File: config.mk
export PLATFORM = sky130hd
export DESIGN_NAME = dbg_stall_ctrl
export DESIGN_NICKNAME = d
export VERILOG_FILES = /design/src/rtl/dsc_pkg.sv /design/src/rtl/dsc_decode.sv /design/src/rtl/dsc_halt_track.sv /design/src/rtl/dsc_reply.sv /design/src/rtl/dbg_stall_ctrl.sv
export SDC_FILE = /design/constraint.sdc
export NUM_CORES = 1
export LEC_CHECK = 0
export ABC_CLOCK_PERIOD_IN_PS = 1800
export BUFFER_PORTS_ARGS = -buffer_cell sky130_fd_sc_hd__buf_2
export CORE_MARGIN = 2
export CORE_UTILIZATION = 25
export DETAILED_ROUTE_END_ITERATION = 12
export GPL_TIMING_DRIVEN = 0
export PLACE_DENSITY = 0.81
export SLEW_MARGIN = 20
export SYNTH_ARGS = -nofsm -noshare
export SYNTH_HDL_FRONTEND = slang
export SYNTH_SLANG_ARGS = --single-unit
File: constraint.sdc
create_clock -name clk -period 1.8 [get_ports clk]
set_input_delay 0.27 -clock clk [delete_from_list [all_inputs] [get_ports clk]]
set_output_delay 0.27 -clock clk [all_outputs]
set_load 0.01 [all_outputs]
File: src/rtl/dsc_pkg.sv
package dsc_pkg;

    // Kind of request accepted in the current cycle
    typedef enum logic [1:0] {
        ACC_NONE    = 2'd0,
        ACC_CTRL_RD = 2'd1,
        ACC_CTRL_WR = 2'd2,
        ACC_OTHER   = 2'd3
    } acc_kind_e;

    // Write waiting for the core to match
    typedef struct packed {
        logic active;
        logic target;
    } wr_pend_t;

    function automatic acc_kind_e classify(input logic valid, input logic busy,
                                           input logic hit, input logic we);
        if (!valid || busy) return ACC_NONE;
        if (!hit)           return ACC_OTHER;
        return we ? ACC_CTRL_WR : ACC_CTRL_RD;
    endfunction

endpackage

File: src/rtl/dsc_decode.sv
module dsc_decode
    import dsc_pkg::*;
#(
    parameter int              ADDR_W    = 4,
    parameter logic [ADDR_W-1:0] CTRL_ADDR = '0
) (
    input  logic              req_valid,
    input  logic [ADDR_W-1:0] req_addr,
    input  logic              req_we,
    input  logic              busy_i,
    output acc_kind_e         kind_o
);

    logic hit;

    always_comb begin
        hit    = (req_addr == CTRL_ADDR);
        kind_o = classify(req_valid, busy_i, hit, req_we);
    end

endmodule

File: src/rtl/dsc_halt_track.sv
module dsc_halt_track
    import dsc_pkg::*;
(
    input  logic      clk,
    input  logic      rst,
    input  acc_kind_e kind_i,
    input  logic      wr_bit_i,
    input  logic      core_halted_i,
    input  logic      core_brk_i,
    output logic      halt_o,
    output logic      busy_o,
    output logic      wr_ack_o
);

    logic     halt_q;
    wr_pend_t pend_q;

    assign halt_o   = halt_q;
    assign busy_o   = pend_q.active;
    assign wr_ack_o = pend_q.active && (core_halted_i == pend_q.target);

    always_ff @(posedge clk) begin
        if (rst) begin
            halt_q <= 1'b0;
            pend_q <= '0;
        end else begin
            if (kind_i == ACC_CTRL_WR) begin
                halt_q        <= wr_bit_i;
                pend_q.active <= 1'b1;
                pend_q.target <= wr_bit_i;
            end else if (wr_ack_o) begin
                pend_q.active <= 1'b0;
            end
            // Breakpoint overrides any resume request
            if (core_brk_i) begin
                halt_q <= 1'b1;
                if (kind_i == ACC_CTRL_WR || pend_q.active)
                    pend_q.target <= 1'b1;
            end
        end
    end


    reset_idle_chk: assert property (@(posedge clk)
        rst |=> (!halt_o && !busy_o));


    wr_sets_halt_chk: assert property (@(posedge clk) disable iff (rst)
        (kind_i == ACC_CTRL_WR && !core_brk_i) |=> (halt_o == $past(wr_bit_i)));


    brk_forces_halt_chk: assert property (@(posedge clk) disable iff (rst)
        core_brk_i |=> halt_o);


    pend_holds_chk: assert property (@(posedge clk) disable iff (rst)
        (busy_o && !wr_ack_o && !core_brk_i) |=> (busy_o && $stable(halt_o)));

endmodule

File: src/rtl/dsc_reply.sv
module dsc_reply
    import dsc_pkg::*;
#(
    parameter int DATA_W = 32
) (
    input  logic              clk,
    input  logic              rst,
    input  acc_kind_e         kind_i,
    input  logic              core_halted_i,
    input  logic              wr_ack_i,
    output logic              ack_o,
    output logic [DATA_W-1:0] rdata_o
);

    logic              imm_ack_q;
    logic [DATA_W-1:0] imm_data_q;

    always_ff @(posedge clk) begin
        if (rst) begin
            imm_ack_q  <= 1'b0;
            imm_data_q <= '0;
        end else begin
            imm_ack_q  <= (kind_i == ACC_CTRL_RD) || (kind_i == ACC_OTHER);
            imm_data_q <= (kind_i == ACC_CTRL_RD) ? DATA_W'(core_halted_i) : '0;
        end
    end

    always_comb begin
        ack_o   = imm_ack_q | wr_ack_i;
        rdata_o = wr_ack_i ? '0 : imm_data_q;
    end


    rd_reply_chk: assert property (@(posedge clk) disable iff (rst)
        (kind_i == ACC_CTRL_RD) |=> (ack_o && rdata_o == DATA_W'($past(core_halted_i))));


    other_reply_chk: assert property (@(posedge clk) disable iff (rst)
        (kind_i == ACC_OTHER) |=> (ack_o && rdata_o == '0));


    single_source_chk: assert property (@(posedge clk) disable iff (rst)
        !(imm_ack_q && wr_ack_i));

endmodule

File: src/rtl/dbg_stall_ctrl.sv
module dbg_stall_ctrl
    import dsc_pkg::*;
#(
    parameter int                ADDR_W    = 4,
    parameter int                DATA_W    = 32,
    parameter logic [ADDR_W-1:0] CTRL_ADDR = '0
) (
    input  logic              clk,
    input  logic              rst,
    input  logic              req_valid,
    input  logic [ADDR_W-1:0] req_addr,
    input  logic              req_we,
    input  logic [DATA_W-1:0] req_wdata,
    output logic              req_ack,
    output logic [DATA_W-1:0] req_rdata,
    output logic              core_halt_o,
    input  logic              core_halted_i,
    input  logic              core_brk_i
);

    acc_kind_e kind;
    logic      busy;
    logic      wr_ack;
    logic      unused_wdata;

    assign unused_wdata = ^req_wdata[DATA_W-1:1];

    dsc_decode #(
        .ADDR_W    (ADDR_W),
        .CTRL_ADDR (CTRL_ADDR)
    ) decode_i (
        .req_valid (req_valid),
        .req_addr  (req_addr),
        .req_we    (req_we),
        .busy_i    (busy),
        .kind_o    (kind)
    );

    dsc_halt_track track_i (
        .clk           (clk),
        .rst           (rst),
        .kind_i        (kind),
        .wr_bit_i      (req_wdata[0]),
        .core_halted_i (core_halted_i),
        .core_brk_i    (core_brk_i),
        .halt_o        (core_halt_o),
        .busy_o        (busy),
        .wr_ack_o      (wr_ack)
    );

    dsc_reply #(
        .DATA_W (DATA_W)
    ) reply_i (
        .clk           (clk),
        .rst           (rst),
        .kind_i        (kind),
        .core_halted_i (core_halted_i),
        .wr_ack_i      (wr_ack),
        .ack_o         (req_ack),
        .rdata_o       (req_rdata)
    );

endmodule

==> results.py <==
metrics = {
    "status": {
        "status": "finished clean",
    },
    "synthesis": {
        "synth-async-reset-ratio_pct": 0,
        "synth_edf_count": 0,
        "ys_top_cells_by_count": "buf_4, dfxtp_1, nor2_1",
        "ys_types": 19,
        "synth_area_leaders": "buf_4, dfxtp_1, or4_4",
        "synth_area_um2": 477,
        "yosysSeqAreaShare_pct": 21.0,
        "yosysMostFrequentCell": "buf_4",
        "post-synth-top-area-cell": "buf_4",
        "synth_warnings": 0,
        "yosysTopAreaCellShare_pct": 48.8,
        "ys_seq_elements": 5,
        "syn_area_per_cell_um2": 8.22,
        "ys.flop_type": "dfxtp_1",
        "synthCells": 58,
    },
    "final_layout": {
        "layout.nets": 148,
        "area_delta_synth_final_pct": 49.3,
        "antenna_cells": 0,
        "drive_gt1_share_pct": 48.6,
        "utilization_pct": 40.4,
    },
    "die": {
        "std_cell_rows": 15,
        "die_w_um": 47.7,
        "core_region_area_mm2": 0.00176,
        "dieArea_mm2": 0.00227,
        "fp.dieH_um": 47.7,
        "pin_count": 76,
        "start_util_pct": 27.0,
    },
    "timing": {
        "hold_ws_ns": 0.208,
        "final_max_slew_viol_count": 0,
        "finalCriticalPeriod_ns": 1.46,
        "clock_skew_ns": 0.00699,
        "layout_setup_ws_ns": 0.342,
        "setup_tns_ns": 0,
        "rsz0062_at_grt": "false",
        "hold_viol_final": 0,
        "max_freq_mhz": 686,
        "period_share_pct": 81.0,
        "setup_violations": 0,
    },
    "clock_tree": {
        "insertion_delay_ns": 0.25,
        "cts_hold_buf": 0,
        "cts_htree_levels": 1,
        "cts_buffers": 3,
        "cts_resized": 0,
        "post_cts_buffers": 0,
        "root_buffer": "clkbuf_4",
        "clockBufferDepth": 2,
        "cts_tree": "done",
        "path_clk_slew_ns": 0.04,
        "clock-sinks": 5,
    },
    "setup_path": {
        "path_cells": "buf_2 -> or4_4 -> or4_4 -> o311a_2",
        "r2r-start": "track_i.busy_o$_SDFFE_PP0P_",
        "r2r_end": "track_i.halt_o$_SDFFE_PP0P_",
        "crit_arrival_ns": 1.59,
        "crit_fanout": 5,
        "setup.worst_path.class": "in -> reg",
        "timing.critical_path.mode_cell": "or4_4",
        "slowest_stage": "or4_4",
        "crit_required_ns": 1.93,
        "r2r_cells": 3,
        "end_kind": "register",
        "cp_slowest_stage_delay_ns": 0.56,
        "r2r_slack_ns": 0.53,
        "critPathLaunchType": "primary input",
    },
    "power_and_ir_drop": {
        "switching_share_pct": 29.0,
        "p_leak_nw": 0.423,
        "internal-power_mw": 0.259,
        "comb_power_share_pct": 31.2,
        "ir_worst_vdd_mv": 0.280,
        "power_switching_mw": 0.106,
        "clockPowerShare_pct": 37.1,
        "power.density_mw_per_mm2": 512,
        "p_seq_share_pct": 31.8,
    },
    "global_route": {
        "grt_pass1_vias": 309,
        "grt_pass1_wl_um": 1250,
        "grt_max_degree": 6,
        "grt_overflow": 0,
        "grt_use_total_pct": 8.43,
        "antenna_found_initial": 0,
    },
    "worst_hold_path": {
        "hold_end": "track_i.pend_q[0]$_SDFF_PP0_",
        "hold_class": "in -> reg",
        "worstHoldStart": "rst",
        "hold_depth": 2,
    },
    "place": {
        "dpl.hpwl_um": 789,
        "portBuffers": 13,
        "place_congestion": 0.699,
        "pre_cts_ws_ns": 0.0917,
    },
    "routing": {
        "routedWlPerCell_um": 6.67,
        "drt-vias-per-instance": 3.07,
        "drcViolationCount": 0,
        "routed_wl_um": 867,
        "postRouteAntennaNets": 0,
        "vias": 399,
        "initialDrtViolationCount": 5,
        "drt_first_pass_iters": 4,
    },
    "run": {
        "maxCapViolCount": 0,
    },
}
[state kept, by name, indices dropped and copies added (netlist names)]
name,cells
reply_i.imm_data_q,1
reply_i.imm_ack_q,1
track_i.busy_o,1
track_i.pend_q,1
track_i.halt_o,1
[routing by layer]
metal / up-vias / wire [um] / global-route usage [%]
li1: 222 / - / -
met3: 4 / 157 / 6.42
met2: 29 / 375 / 12.7
met5: - / 0 / 0
met4: 0 / 18 / 4.86
met1: 144 / 316 / 8.31
[worst max-delay path: cells and delay by family]
| family | cells | cell delay, ns |
|---|---|---|
| simple gates | 2 | 1.06 |
| compound gates | 1 | 0.15 |
| buf+inv | 1 | 0.10 |
[layout make-up]
cell class                 count  area, um2
fill                         184       1050
multi-input combinational     50        249
buffer                        31        233
sequential                     5        100
timing repair buffer          13       65.1
tap                           25       31.3
clock buffer                   4       26.3
inverter                       2       7.51
[metrics by stage]
step | power [mW] | instance area, um2 | std cells
2_1_floorplan | 0.210 | 589 | 88
3_3_place_gp | 0.227 | 686 | 126
3_5_place_dp | 0.229 | 686 | 126
4_1_cts | 0.364 | 712 | 130
5_1_grt | 0.390 | 712 | 130
6_report | 0.365 | 712 | 130
[cells in the final DEF, fill, tap and decap left out, types with 2 or more instances in the layout]
master and count:
clkbuf_4 3, inv_1 2, and2_1 2, conb_1 31, dfxtp_1 5, nor2_1 3, buf_4 31, buf_2 13
or4_4 2
[cell families (layout without fill, tap and decap cells)]
group                  Yosys count  count (layout)  share of synthesized area, %
flip-flops                       5               5                          21.0
buffers and inverters           33              50                          50.4
XOR/XNOR                         1               1                          1.84
AND/OR/NAND/NOR                 14              14                          19.2
other                            1              31                         0.787
AO/OA/AOI/OAI                    4               4                          6.82
[power groups by stage]
stage	registers, mW	clock network, mW	logic, mW
after floorplan	0.119	0	0.0910
after global placement	0.118	0	0.109
after detailed placement	0.118	0	0.111
after CTS	0.116	0.138	0.111
after global routing	0.116	0.146	0.127
final	0.116	0.135	0.114
[worst max-delay path by stage]
stage	to	startpoint	slack, ns	cells after the start
after global placement	track_i.halt_o$_SDFFE_PP0P_	req_addr[1]	0.11	4
after floorplan	track_i.halt_o$_SDFFE_PP0P_	req_addr[1]	0.25	3
after detailed placement	track_i.halt_o$_SDFFE_PP0P_	req_addr[1]	0.09	4
after CTS	track_i.halt_o$_SDFFE_PP0P_	req_addr[1]	0.35	4
after global routing	req_rdata[0]	track_i.pend_q[0]$_SDFF_PP0_	0.28	4
final	track_i.halt_o$_SDFFE_PP0P_	req_addr[1]	0.34	4
No activity file was read; power rests on OpenSTA's default activity.
